File: src/rtl/mdiv_pkg.sv
package mdiv_pkg;

    // Operand size selection codes
    typedef enum logic [1:0] {
        SZ_BYTE  = 2'd0,
        SZ_WORD  = 2'd1,
        SZ_DWORD = 2'd2,
        SZ_ALIAS = 2'd3
    } size_e;

    // Sequencer phases
    typedef enum logic [1:0] {
        PH_IDLE  = 2'd0,
        PH_CHECK = 2'd1,
        PH_ITER  = 2'd2,
        PH_TAIL  = 2'd3
    } phase_e;

    // Strobes from the sequencer to the datapath
    typedef struct packed {
        logic load;    // accept operands
        logic seed;    // initialise partial remainder and quotient shifter
        logic step;    // one restoring iteration
        logic finish;  // commit results
        logic trap;    // current operation ends in divide error
    } ctl_s;

    // Map a size code onto the lane index used by the front end
    function automatic logic [1:0] lane_of(input logic [1:0] sz);
        return (sz == SZ_ALIAS) ? 2'(SZ_DWORD) : sz;
    endfunction

endpackage

File: src/rtl/mdiv_front.sv
module mdiv_front
    import mdiv_pkg::*;
#(
    parameter int DW = 32,
    localparam int CW = $clog2(DW + 1) + 1
) (
    input  logic [1:0]      size,
    input  logic [2*DW-1:0] dividend,
    input  logic [DW-1:0]   divisor,
    output logic [DW-1:0]   hi_half,
    output logic [DW-1:0]   lo_aligned,
    output logic [DW-1:0]   dvs_sel,
    output logic [CW-1:0]   nbits,
    output logic            ovf
);

    localparam int LANES = 3;

    logic [DW-1:0] hi_c  [LANES];
    logic [DW-1:0] lo_c  [LANES];
    logic [DW-1:0] dv_c  [LANES];
    logic [CW-1:0] nb_c  [LANES];

    for (genvar g = 0; g < LANES; g++) begin : g_lane
        localparam int            B    = DW >> (LANES - 1 - g);
        localparam logic [DW-1:0] MASK = {DW{1'b1}} >> (DW - B);
        logic [2*DW-1:0] shifted;
        assign shifted  = dividend >> B;
        assign hi_c[g]  = shifted[DW-1:0] & MASK;
        assign lo_c[g]  = (dividend[DW-1:0] & MASK) << (DW - B);
        assign dv_c[g]  = divisor & MASK;
        assign nb_c[g]  = CW'(B);
    end

    logic [1:0] lane;
    assign lane       = lane_of(size);
    assign hi_half    = hi_c[lane];
    assign lo_aligned = lo_c[lane];
    assign dvs_sel    = dv_c[lane];
    assign nbits      = nb_c[lane];

    // Quotient cannot fit when the upper half already reaches the divisor;
    // a zero divisor always satisfies this.
    assign ovf = (hi_half >= dvs_sel);

endmodule

File: src/rtl/mdiv_step.sv
module mdiv_step #(
    parameter int DW = 32
) (
    input  logic [DW-1:0] rem,
    input  logic [DW-1:0] qsh,
    input  logic [DW-1:0] dvs,
    output logic [DW-1:0] rem_nx,
    output logic [DW-1:0] qsh_nx
);

    logic [DW:0] trial;
    logic [DW:0] diff;
    logic        fits;

    always_comb begin
        trial  = {rem, qsh[DW-1]};
        fits   = (trial >= {1'b0, dvs});
        diff   = trial - {1'b0, dvs};
        rem_nx = fits ? diff[DW-1:0] : trial[DW-1:0];
        qsh_nx = {qsh[DW-2:0], fits};
    end

endmodule

File: src/rtl/mdiv_ctrl.sv
module mdiv_ctrl
    import mdiv_pkg::*;
#(
    parameter int DW  = 32,
    parameter int OVH = 6,
    localparam int CW = $clog2(DW + OVH + 1) + 1,
    localparam int NW = $clog2(DW + 1) + 1
) (
    input  logic          clk,
    input  logic          rst,
    input  logic          start,
    input  logic [NW-1:0] nbits,
    input  logic          ovf,
    output logic          busy,
    output logic          done,
    output ctl_s          ctl
);

    localparam logic [CW-1:0] TAIL_N = CW'(OVH - 2);

    phase_e        phase;
    logic [CW-1:0] cnt;
    logic          trap_q;

    always_comb begin
        ctl.load   = (phase == PH_IDLE) && start;
        ctl.seed   = (phase == PH_CHECK) && !ovf;
        ctl.step   = (phase == PH_ITER);
        ctl.finish = (phase == PH_TAIL) && (cnt == '0);
        ctl.trap   = trap_q;
    end

    always_ff @(posedge clk) begin
        if (rst) begin
            phase  <= PH_IDLE;
            cnt    <= '0;
            busy   <= 1'b0;
            done   <= 1'b0;
            trap_q <= 1'b0;
        end else begin
            done <= 1'b0;
            unique case (phase)
                PH_IDLE: begin
                    if (start) begin
                        phase <= PH_CHECK;
                        busy  <= 1'b1;
                    end
                end
                PH_CHECK: begin
                    if (ovf) begin
                        phase  <= PH_TAIL;
                        cnt    <= '0;
                        trap_q <= 1'b1;
                    end else begin
                        phase  <= PH_ITER;
                        cnt    <= CW'(nbits) - 1'b1;
                        trap_q <= 1'b0;
                    end
                end
                PH_ITER: begin
                    if (cnt == '0) begin
                        phase <= PH_TAIL;
                        cnt   <= TAIL_N;
                    end else begin
                        cnt <= cnt - 1'b1;
                    end
                end
                PH_TAIL: begin
                    if (cnt == '0) begin
                        phase <= PH_IDLE;
                        busy  <= 1'b0;
                        done  <= 1'b1;
                    end else begin
                        cnt <= cnt - 1'b1;
                    end
                end
                default: phase <= PH_IDLE;
            endcase
        end
    end

    AST_DONE_PULSE: assert property (@(posedge clk) disable iff (rst)
        done |=> !done);
    AST_BUSY_ENDS_WITH_DONE: assert property (@(posedge clk) disable iff (rst)
        $fell(busy) |-> done);
    AST_START_IGNORED: assert property (@(posedge clk) disable iff (rst)
        (busy && start && !ctl.finish) |=> busy);
    AST_ITER_BOUND: assert property (@(posedge clk) disable iff (rst)
        (phase == PH_ITER) |-> (cnt < CW'(nbits)));

endmodule

File: src/rtl/mdiv_core.sv
module mdiv_core
    import mdiv_pkg::*;
#(
    parameter int DW  = 32,
    parameter int OVH = 6,
    parameter int FW  = 6,
    localparam int NW = $clog2(DW + 1) + 1
) (
    input  logic            clk,
    input  logic            rst,
    input  logic            start_i,
    input  logic [1:0]      size_i,
    input  logic [2*DW-1:0] dividend_i,
    input  logic [DW-1:0]   divisor_i,
    output logic            busy_o,
    output logic            done_o,
    output logic            div_err_o,
    output logic [DW-1:0]   quotient_o,
    output logic [DW-1:0]   remainder_o,
    output logic [FW-1:0]   flags_o
);

    ctl_s ctl;

    logic [1:0]      size_q;
    logic [2*DW-1:0] dvd_q;
    logic [DW-1:0]   dvs_q;

    logic [DW-1:0]   hi_half, lo_aligned, dvs_sel;
    logic [NW-1:0]   nbits;
    logic            ovf;

    logic [DW-1:0]   rem_q, qsh_q;
    logic [DW-1:0]   rem_nx, qsh_nx;

    mdiv_front #(.DW(DW)) u_front (
        .size       (size_q),
        .dividend   (dvd_q),
        .divisor    (dvs_q),
        .hi_half    (hi_half),
        .lo_aligned (lo_aligned),
        .dvs_sel    (dvs_sel),
        .nbits      (nbits),
        .ovf        (ovf)
    );

    mdiv_ctrl #(.DW(DW), .OVH(OVH)) u_ctrl (
        .clk   (clk),
        .rst   (rst),
        .start (start_i),
        .nbits (nbits),
        .ovf   (ovf),
        .busy  (busy_o),
        .done  (done_o),
        .ctl   (ctl)
    );

    mdiv_step #(.DW(DW)) u_step (
        .rem    (rem_q),
        .qsh    (qsh_q),
        .dvs    (dvs_sel),
        .rem_nx (rem_nx),
        .qsh_nx (qsh_nx)
    );

    // Operand capture
    always_ff @(posedge clk) begin
        if (rst) begin
            size_q <= '0;
            dvd_q  <= '0;
            dvs_q  <= '0;
        end else if (ctl.load) begin
            size_q <= size_i;
            dvd_q  <= dividend_i;
            dvs_q  <= divisor_i;
        end
    end

    // Iteration registers
    always_ff @(posedge clk) begin
        if (rst) begin
            rem_q <= '0;
            qsh_q <= '0;
        end else if (ctl.seed) begin
            rem_q <= hi_half;
            qsh_q <= lo_aligned;
        end else if (ctl.step) begin
            rem_q <= rem_nx;
            qsh_q <= qsh_nx;
        end
    end

    // Result registers
    always_ff @(posedge clk) begin
        if (rst) begin
            quotient_o  <= '0;
            remainder_o <= '0;
            div_err_o   <= 1'b0;
            flags_o     <= '0;
        end else begin
            flags_o <= '0;
            if (ctl.load) begin
                div_err_o <= 1'b0;
            end else if (ctl.finish) begin
                div_err_o <= ctl.trap;
                if (!ctl.trap) begin
                    quotient_o  <= qsh_q;
                    remainder_o <= rem_q;
                end
            end
        end
    end

    AST_PARTIAL_BELOW_DIVISOR: assert property (@(posedge clk) disable iff (rst)
        ctl.step |-> (rem_q < dvs_sel));
    AST_REMAINDER_BELOW_DIVISOR: assert property (@(posedge clk) disable iff (rst)
        (done_o && !div_err_o) |-> (remainder_o < dvs_sel));
    AST_NO_OVERFLOW: assert property (@(posedge clk) disable iff (rst)
        (done_o && div_err_o) |-> ($stable(quotient_o) && $stable(remainder_o)));
    AST_ZERO_TRAPS: assert property (@(posedge clk) disable iff (rst)
        (done_o && (dvs_sel == '0)) |-> div_err_o);
    AST_HOLD_IDLE: assert property (@(posedge clk) disable iff (rst)
        !busy_o |=> ($stable(quotient_o) && $stable(remainder_o)));

endmodule

File: config.mk
export PLATFORM = sky130hd
export DESIGN_NAME = mdiv_core
export DESIGN_NICKNAME = d
export VERILOG_FILES = /design/src/rtl/mdiv_pkg.sv /design/src/rtl/mdiv_front.sv /design/src/rtl/mdiv_step.sv /design/src/rtl/mdiv_ctrl.sv /design/src/rtl/mdiv_core.sv
export SDC_FILE = /design/constraint.sdc
export NUM_CORES = 1
export LEC_CHECK = 0
export BUFFER_PORTS_ARGS = -buffer_cell sky130_fd_sc_hd__buf_2
export CAP_MARGIN = 20
export CELL_PAD_IN_SITES_DETAIL_PLACEMENT = 0
export CELL_PAD_IN_SITES_GLOBAL_PLACEMENT = 1
export CORE_UTILIZATION = 41
export DETAILED_ROUTE_END_ITERATION = 16
export MAX_ROUTING_LAYER = met4
export PLACE_DENSITY = 0.83
export RECOVER_POWER = 50
export SLEW_MARGIN = 20
export SYNTH_ARGS = -nofsm -noshare
export SYNTH_HDL_FRONTEND = slang
export SYNTH_HIERARCHICAL = 1
export SYNTH_SLANG_ARGS = --single-unit
File: constraint.sdc
create_clock -name clk -period 3.45 [get_ports clk]
set_input_delay 0 -clock clk [delete_from_list [all_inputs] [get_ports clk]]
set_output_delay 0 -clock clk [all_outputs]
set_load 0.01 [all_outputs]
==> flow_metrics.env, run 1 <==
export IMPL_status="completed"
export IMPL_slowest_stage="or3_4"
export IMPL_final_cell_area_mm2=0.0184
export IMPL_period_share=0.994
export IMPL_ant_nets=0
export IMPL_cts_clk_slew_worst_paths_ns=0.06
export IMPL_die_w_um=190
export IMPL_ys_ff_latch=239
export IMPL_layout_drive_gt1_share=0.174
export IMPL_crit_family="simple AND/OR/NAND/NOR gates"
export IMPL_async_flop_share=0
export IMPL_grt_max_degree=113
export IMPL_multiInputGateArea_mm2=0.00873
export IMPL_start_util=0.419
export IMPL_min_delay_path_depth=2
export IMPL_cp_required_ns=3.87
export IMPL_seq_area_mm2=0.00479
export IMPL_critPathKind="flop to flop"
export IMPL_tns_ns=0
export IMPL_rsz0062_at_grt="true"
export IMPL_worstHoldStart="rst"
export IMPL_core_mm2=0.0347
export IMPL_drt_iter0_markers=859
export IMPL_worst_r2r_endpoint="rem_q[25]$_SDFFE_PP0P_"
export IMPL_insertion_delay_ns=0.56
export IMPL_seq_area_frac_synth=0.329
export IMPL_grt_pass1_vias=12100
export IMPL_fillers=3128
export IMPL_final_max_slew_viol_count=0
export IMPL_peakVddDrop_uv=625
export IMPL_grt_first_pass_wirelength_um=65000
export IMPL_dr_total_vias=12400
export IMPL_hold_slack_ns=0.0465
export IMPL_critPathBufInv=4
export IMPL_critical_path_arrival_ns=3.85
export IMPL_grt_busiest_layer="met2"
export IMPL_netlist_area_mm2=0.0145
export IMPL_min_to="dvd_q[8]$_SDFFE_PP0P_"
export IMPL_nets=2071
export IMPL_syn_avg_cell_area_um2=9.00
export IMPL_place_congestion=0.892
export IMPL_cts_htree_levels=1
export IMPL_max_slew_margin=0.0305
export IMPL_setup_violations=0
export IMPL_stdcell_count=2372
export IMPL_fmaxAchievable_mhz=292
export IMPL_cts_tree="yes"
export IMPL_antenna_found_initial=0
export IMPL_period_needed_ns=3.43
export IMPL_reg2reg_slack_ns=0.02
export IMPL_cts_inserted_buffers=27
export IMPL_worstMarginPinSlew_ns=1.45
export IMPL_start_kind="flop"
export IMPL_drc=0
export IMPL_met3_usage=0.0261
export IMPL_path_cells="or2_4 -> and2_4 -> inv_4 -> ha_4 -> nand4_1 -> nor2_1 -> or3_4 -> nor4b_4 -> buf_4 -> o21ai_4 -> a31oi_4 -> o21a_4 -> inv_8 -> buf_8 -> mux2_4 -> mux2i_2 -> a211oi_2"
export IMPL_die_area_mm2=0.0362
export IMPL_syn_inst=1615
export IMPL_reg2reg_depth=17
export IMPL_grt_use_met2=0.362
export IMPL_finClkSkew_ns=0.0180
export IMPL_die_h_um=190
export IMPL_row_count=68
export IMPL_port_buffers=167
export IMPL_ios=174
export IMPL_dp_slack_ns=-0.0678
export IMPL_cp_end_kind="flop"
export IMPL_cpPeakStageDelay_ns=0.40
export IMPL_power_density_mw_per_mm2=1040
export IMPL_worstHoldPathType="input port to flop"
export IMPL_ys_types=74
export IMPL_placed_area_mm2=0.0159
export IMPL_power_leakage_nw=7.56
export IMPL_dp_hpwl_um=28800
export IMPL_place_inst=2176
export IMPL_cp_max_fo=8
export IMPL_grtUsageMet1=0.309
export IMPL_areaGrowthSynthToFinish_pct=26.5
export IMPL_totalWireLength_um=42000
export IMPL_grt_overflow_total=0
export IMPL_dr_pass1_iters=4
export IMPL_track_usage=0.231
export IMPL_clock_sinks=239
export IMPL_synthFlopType="dfxtp_1"
export IMPL_fin_ws_ns=0.0209
export IMPL_rr_startpoint="size_q[1]$_SDFFE_PP0P_"
export IMPL_synth_edf_count=0
export IMPL_clockBufferDepth=3
export IMPL_post_drt_wl_per_cell_um=17.7
export IMPL_drt_vias_per_instance=5.21
export IMPL_root_buffer="clkbuf_16"
export IMPL_hold_viol_final=0
export IMPL_yosys_warnings=6
export IMPL_maxCapViolCount=0
synth_stat cells (10+ instances only):
master,instances,share of area
mux2i_1,247,0.17
dfxtp_1,239,0.33
nor2_1,132,0.034
nand2b_1,130,0.056
inv_1,81,0.021
nor2b_1,74,0.032
ha_1,72,0.062
nand2_1,71,0.018
a211oi_1,69,0.036
clkbuf_1,53,0.014
buf_4,46,0.024
a21oi_1,41,0.014
and2_1,38,0.016
buf_2,37,0.013
o21ai_0,34,0.012
xnor2_1,22,0.013
mux2_2,20,0.015
a22o_1,16,0.0096
a21o_1,14,0.0072
nand3_1,14,0.0048
nand4_1,14,0.0060
nor3_1,10,0.0034
worst max-delay path by stage:
| stage | from | end | slack, ns | depth (start not counted) |
|---|---|---|---|---|
| after detailed placement | size_q[1]$_SDFFE_PP0P_ | rem_q[31]$_SDFFE_PP0P_ | -0.07 | 14 |
| final | size_q[1]$_SDFFE_PP0P_ | rem_q[25]$_SDFFE_PP0P_ | 0.02 | 17 |
| after floorplan | size_q[1]$_SDFFE_PP0P_ | rem_q[21]$_SDFFE_PP0P_ | -0.10 | 21 |
| after global placement | size_q[1]$_SDFFE_PP0P_ | rem_q[1]$_SDFFE_PP0P_ | 0.05 | 15 |
| after global routing | size_q[1]$_SDFFE_PP0P_ | rem_q[25]$_SDFFE_PP0P_ | -0.08 | 18 |
| after CTS | size_q[0]$_SDFFE_PP0P_ | rem_q[30]$_SDFFE_PP0P_ | 0.003 | 17 |
cells by family (layout without fill, tap and decap cells):
logic type	count (synthesis)	after routing	share of synthesized area
other cells	2	11	0.000517
flops	239	239	0.329
mux	276	276	0.195
simple gates	516	516	0.189
xor+xnor	31	31	0.0187
buf+inv	237	530	0.0867
fa+ha+maj	73	73	0.0634
compound gates	241	241	0.117
per-stage QoR:
step	total power [mW]	util
floorplan	12.2	-
global placement	14.7	0.457
detailed placement	14.8	0.457
CTS	18.1	0.522
global route	20.2	0.529
finish	19.0	0.529
state kept, by name, summed over array words and instances (netlist names):
signal and cells:
u_ctrl/cnt 7, remainder_o 32, quotient_o 32, u_ctrl/done 1, div_err_o 1, size_q 2
u_ctrl/busy 1, dvd_q 64, u_ctrl/trap_q 1, u_ctrl/phase 2, rem_q 32, qsh_q 32
dvs_q 32
routing by layer:
| metal | share of wire | routed length (µm) |
|---|---|---|
| met5 | 0 | 0 |
| met4 | 0.026 | 1080 |
| met3 | 0.046 | 1950 |
| met2 | 0.46 | 19400 |
| met1 | 0.46 | 19500 |
cells in the final DEF (no fill, tap or decap), drive strengths merged, types with 22 or more instances in the layout:
master	n
o21ai	40
a21oi	48
nand2	72
dfxtp	239
a211oi	69
clkbuf	108
ha	72
mux2i	247
and2	38
xnor2	22
inv	84
buf	194
nor2	132
mux2	29
dlygate4sd3	134
nor2b	74
nand2b	130
layout make-up:
cell class | instances | share of cell area
multi-input cells | 1147 | 0.475
flip-flops and latches | 239 | 0.261
repair buffers | 399 | 0.167
clock buffers | 37 | 0.0404
well taps | 455 | 0.0310
inverters | 83 | 0.0175
clock inverters | 11 | 0.00837
diodes | 1 | 0.000136
where the power goes:
group / switching (mW) / leakage, nW / internal [mW] / total, mW
combinational: 5.73 / 5.17 / 6.28 / 12.0
clock: 1.21 / 0.435 / 1.74 / 2.95
sequential: 0.668 / 1.95 / 3.40 / 4.07
repair_timing:
| item | CTS | global route |
|---|---|---|
| pin swaps | 4 | 23 |
| hold buffers | 134 | 0 |
| endpoints found under the setup margin | 37 | 70 |
| resized for setup | 6 | 43 |
| buffers inserted | 1 | 9 |
| endpoints found under the hold margin | 101 | 0 |
| gates cloned | 0 | 3 |
No activity file was read; power rests on OpenSTA's default activity.
==> run 2, diff against run 1 <==
- ABC_AREA: not set -> 1
- CELL_PAD_IN_SITES_GLOBAL_PLACEMENT: 1 -> 2
- CORE_UTILIZATION: 41 -> 29
- PLACE_DENSITY: 0.83 -> 0.84
==> run 2 against run 1 <==
  * Wire length up 32%
  * Total power down 1.9%
  * The flow now finishes with violations (capacitance limit, slew limit)
  * Worst setup slack better by 0.16 ns
  * Cell count up 44%
  * Sequential power down 5.9%
  * Critical path type unchanged
==> flow_metrics.env, run 2 <==
export IMPL_syn_avg_cell_area_um2=6.16
export IMPL_tns_ns=0
export IMPL_critical_path_cell_count=20
export IMPL_fin_ws_ns=0.184
export IMPL_worstHoldPathType="input port to flop"
export IMPL_largest_reg_flops=64
export IMPL_synth_edf_count=0
export IMPL_drt_vias_per_instance=4.57
export IMPL_fmaxAchievable_mhz=306
export IMPL_ant_nets=0
export IMPL_critPathBufInv=4
export IMPL_dr_total_vias=15600
export IMPL_worstMarginPinSlew_ns=1.70
export IMPL_track_usage=0.205
export IMPL_die_area_mm2=0.0544
export IMPL_stdcell_count=3414
export IMPL_crit_family="buffers and inverters"
export IMPL_synthXorXnorAreaFrac=0.0102
export IMPL_peakVddDrop_uv=715
export IMPL_min_delay_path_depth=4
export IMPL_grt_overflow_total=0
export IMPL_start_kind="flop"
export IMPL_min_to="dvd_q[32]$_SDFFE_PP0P_"
export IMPL_synth_top_cell_by_area="dfxtp_1"
export IMPL_failed_checks="capacitance limit, slew limit"
export IMPL_critical_path_most_common_cell="nand2_1"
export IMPL_reg2reg_slack_ns=0.18
export IMPL_insertion_delay_ns=0.56
export IMPL_muxShareOfSynthArea=0
export IMPL_yosys_warnings=6
export IMPL_dp_hpwl_um=41400
export IMPL_slowest_stage="dlygate4sd3_1"
export IMPL_netlist_area_mm2=0.0155
export IMPL_clockBufferDepth=3
export IMPL_grt_use_met2=0.337
export IMPL_layout_drive_gt1_share=0.103
export IMPL_start_util=0.295
export IMPL_grt_first_pass_wirelength_um=84500
export IMPL_cts_tree="yes"
export IMPL_core_mm2=0.0527
export IMPL_ys_types=46
export IMPL_grt_pass1_vias=15000
export IMPL_row_count=84
export IMPL_synth_common_cells="nand2_1, inv_1, nor2_1"
export IMPL_yosysMostFrequentCell="nand2_1"
export IMPL_final_cell_mix="nand2_1, inv_1, nor2_1"
export IMPL_antenna_found_initial=0
export IMPL_reg2reg_depth=20
export IMPL_place_inst=3264
export IMPL_period_needed_ns=3.27
export IMPL_port_buffers=167
export IMPL_grtUsageMet1=0.274
export IMPL_cts_clk_slew_worst_paths_ns=0.06
export IMPL_ios=174
export IMPL_nets=2882
export IMPL_synthTopCellsByArea="dfxtp_1, nand2_1, inv_1, nor2_1, nand3_1"
export IMPL_cts_inserted_buffers=28
export IMPL_cp_max_fo=9
export IMPL_drc=0
export IMPL_setup_violations=0
export IMPL_diodes=0
export IMPL_synth_simple_area_share=0.398
export IMPL_cts_htree_levels=1
export IMPL_synth_top_area_share=0.308
export IMPL_totalWireLength_um=55200
export IMPL_hold_viol_final=0
export IMPL_areaGrowthSynthToFinish_pct=20.3
export IMPL_critPathKind="flop to flop"
export IMPL_cp_end_kind="flop"
export IMPL_dr_pass1_iters=5
export IMPL_synthAdderAreaFrac=0.0594
export IMPL_finClkSkew_ns=0.0134
export IMPL_maxCapViolCount=1
export IMPL_post_drt_wl_per_cell_um=16.2
export IMPL_max_slew_margin=-0.130
export IMPL_rsz0062_at_grt="false"
export IMPL_dp_slack_ns=0.229
export IMPL_async_flop_share=0
export IMPL_final_max_slew_viol_count=47
export IMPL_root_buffer="clkbuf_16"
export IMPL_power_leakage_nw=9.61
export IMPL_status="complete, but fails checks"
export IMPL_cp_required_ns=3.89
export IMPL_synth_top_family_by_area="simple AND/OR/NAND/NOR gates"
export IMPL_worstHoldStart="dividend_i[32]"
export IMPL_critical_path_arrival_ns=3.71
export IMPL_final_common_cell="nand2_1"
export IMPL_syn_inst=2518
export IMPL_path_cells="nor2_8 -> inv_2 -> buf_4 -> o22ai_1 -> nor2_2 -> ha_1 -> nand2_1 -> nor2_1 -> nor2_1 -> nand2_1 -> nand2_1 -> nand2_1 -> nand2_1 -> nand2_1 -> buf_4 -> nand3_1 -> o211ai_1 -> nand2_1 -> a21oi_2 -> dlygate4sd3_1"
export IMPL_die_h_um=233
export IMPL_met3_usage=0.0201
export IMPL_fillers=5872
export IMPL_power_density_mw_per_mm2=1000
export IMPL_clock_sinks=239
export IMPL_rr_startpoint="size_q[1]$_SDFFE_PP0P_"
export IMPL_period_share=0.947
export IMPL_worst_r2r_endpoint="u_ctrl/phase[0]$_SDFFE_PP0P_"
export IMPL_grt_max_degree=102
export IMPL_regMostFlops="dvd_q"
export IMPL_synth_compound_area_share=0.0645
export IMPL_seq_area_frac_synth=0.308
export IMPL_cpPeakStageDelay_ns=0.56
export IMPL_place_congestion=0.882
export IMPL_drt_iter0_markers=1008
export IMPL_die_w_um=233
export IMPL_grt_busiest_layer="met2"
export IMPL_ys_ff_latch=239
export IMPL_synthFlopType="dfxtp_1"
## run 2: changes by cell type in the layout (fill, tap and decap cells not counted), moves of 60 or more
| cell | change |
|---|---|
| nor2_1 | +245 |
| a211oi_1 | -60 |
| nand3_1 | +252 |
| nand2_1 | +630 |
| nor2b_1 | -72 |
| nand2b_1 | -130 |
| inv_1 | +310 |
| o21ai_0 | +75 |
| mux2i_1 | -246 |
## run 2: worst min-delay path, delay by kind of cell
| family | cells | cell delay [ns] |
|---|---|---|
| buf+inv | 2 | 0.60 |
| simple gates | 2 | 0.12 |
## run 2: report_power, final
group          total, mW  internal [mW]  switching (mW)
sequential          3.83           3.29           0.537
combinational       11.8           3.87            7.91
clock               3.07           1.85            1.22
## run 2: cells by family after synthesis
family / count (synthesis)
xor+xnor: 18
flops: 239
compound gates: 179
other cells: 2
fa+ha+maj: 73
buf+inv: 561
simple gates: 1446
## run 2: worst max-delay path by stage
stage	start	end	slack, ns
after detailed placement	size_q[1]$_SDFFE_PP0P_	rem_q[2]$_SDFFE_PP0P_	0.23
after CTS	size_q[1]$_SDFFE_PP0P_	u_ctrl/phase[0]$_SDFFE_PP0P_	0.05
after floorplan	size_q[1]$_SDFFE_PP0P_	qsh_q[11]$_SDFFE_PP0P_	0.56
after global placement	size_q[1]$_SDFFE_PP0P_	rem_q[2]$_SDFFE_PP0P_	0.23
after global routing	size_q[1]$_SDFFE_PP0P_	u_ctrl/phase[0]$_SDFFE_PP0P_	0.0001
final	size_q[1]$_SDFFE_PP0P_	u_ctrl/phase[0]$_SDFFE_PP0P_	0.18
## run 2: routing by layer
| layer | share of wire | vias up |
|---|---|---|
| li1 | - | 8032 |
| met4 | 0.018 | 0 |
| met3 | 0.041 | 63 |
| met2 | 0.46 | 389 |
| met5 | 0 | - |
| met1 | 0.48 | 7127 |
## run 2: cell type report
class                           count  area (µm²)  area share
Sequential cell                   239        4790       0.257
Timing Repair Buffer              318        2260       0.121
Clock buffer                       39         813      0.0436
Tap cell                          688         861      0.0461
Inverter                          395        1500      0.0801
Clock inverter                      9         124     0.00664
Multi-Input combinational cell   1726        8320       0.446
## run 2: timing repair
item	in CTS	in global routing
resized for setup	0	18
endpoints found under the hold margin	103	0
setup buffers	0	1
setup endpoints to repair	0	47
hold buffers	101	0
## run 2: metrics by stage
| step | area (µm²) | utilization | hold WS, ns | total power [mW] |
|---|---|---|---|---|
| after floorplan | 15500 | - | 0.0624 | 11.9 |
| after global placement | 16800 | 0.319 | 0.225 | 15.4 |
| after detailed placement | 16800 | 0.319 | 0.235 | 15.5 |
| after CTS | 18700 | 0.356 | 0.174 | 18.7 |
| after global routing | 18700 | 0.354 | 0.205 | 20.3 |
| final | 18700 | 0.354 | 0.207 | 18.7 |
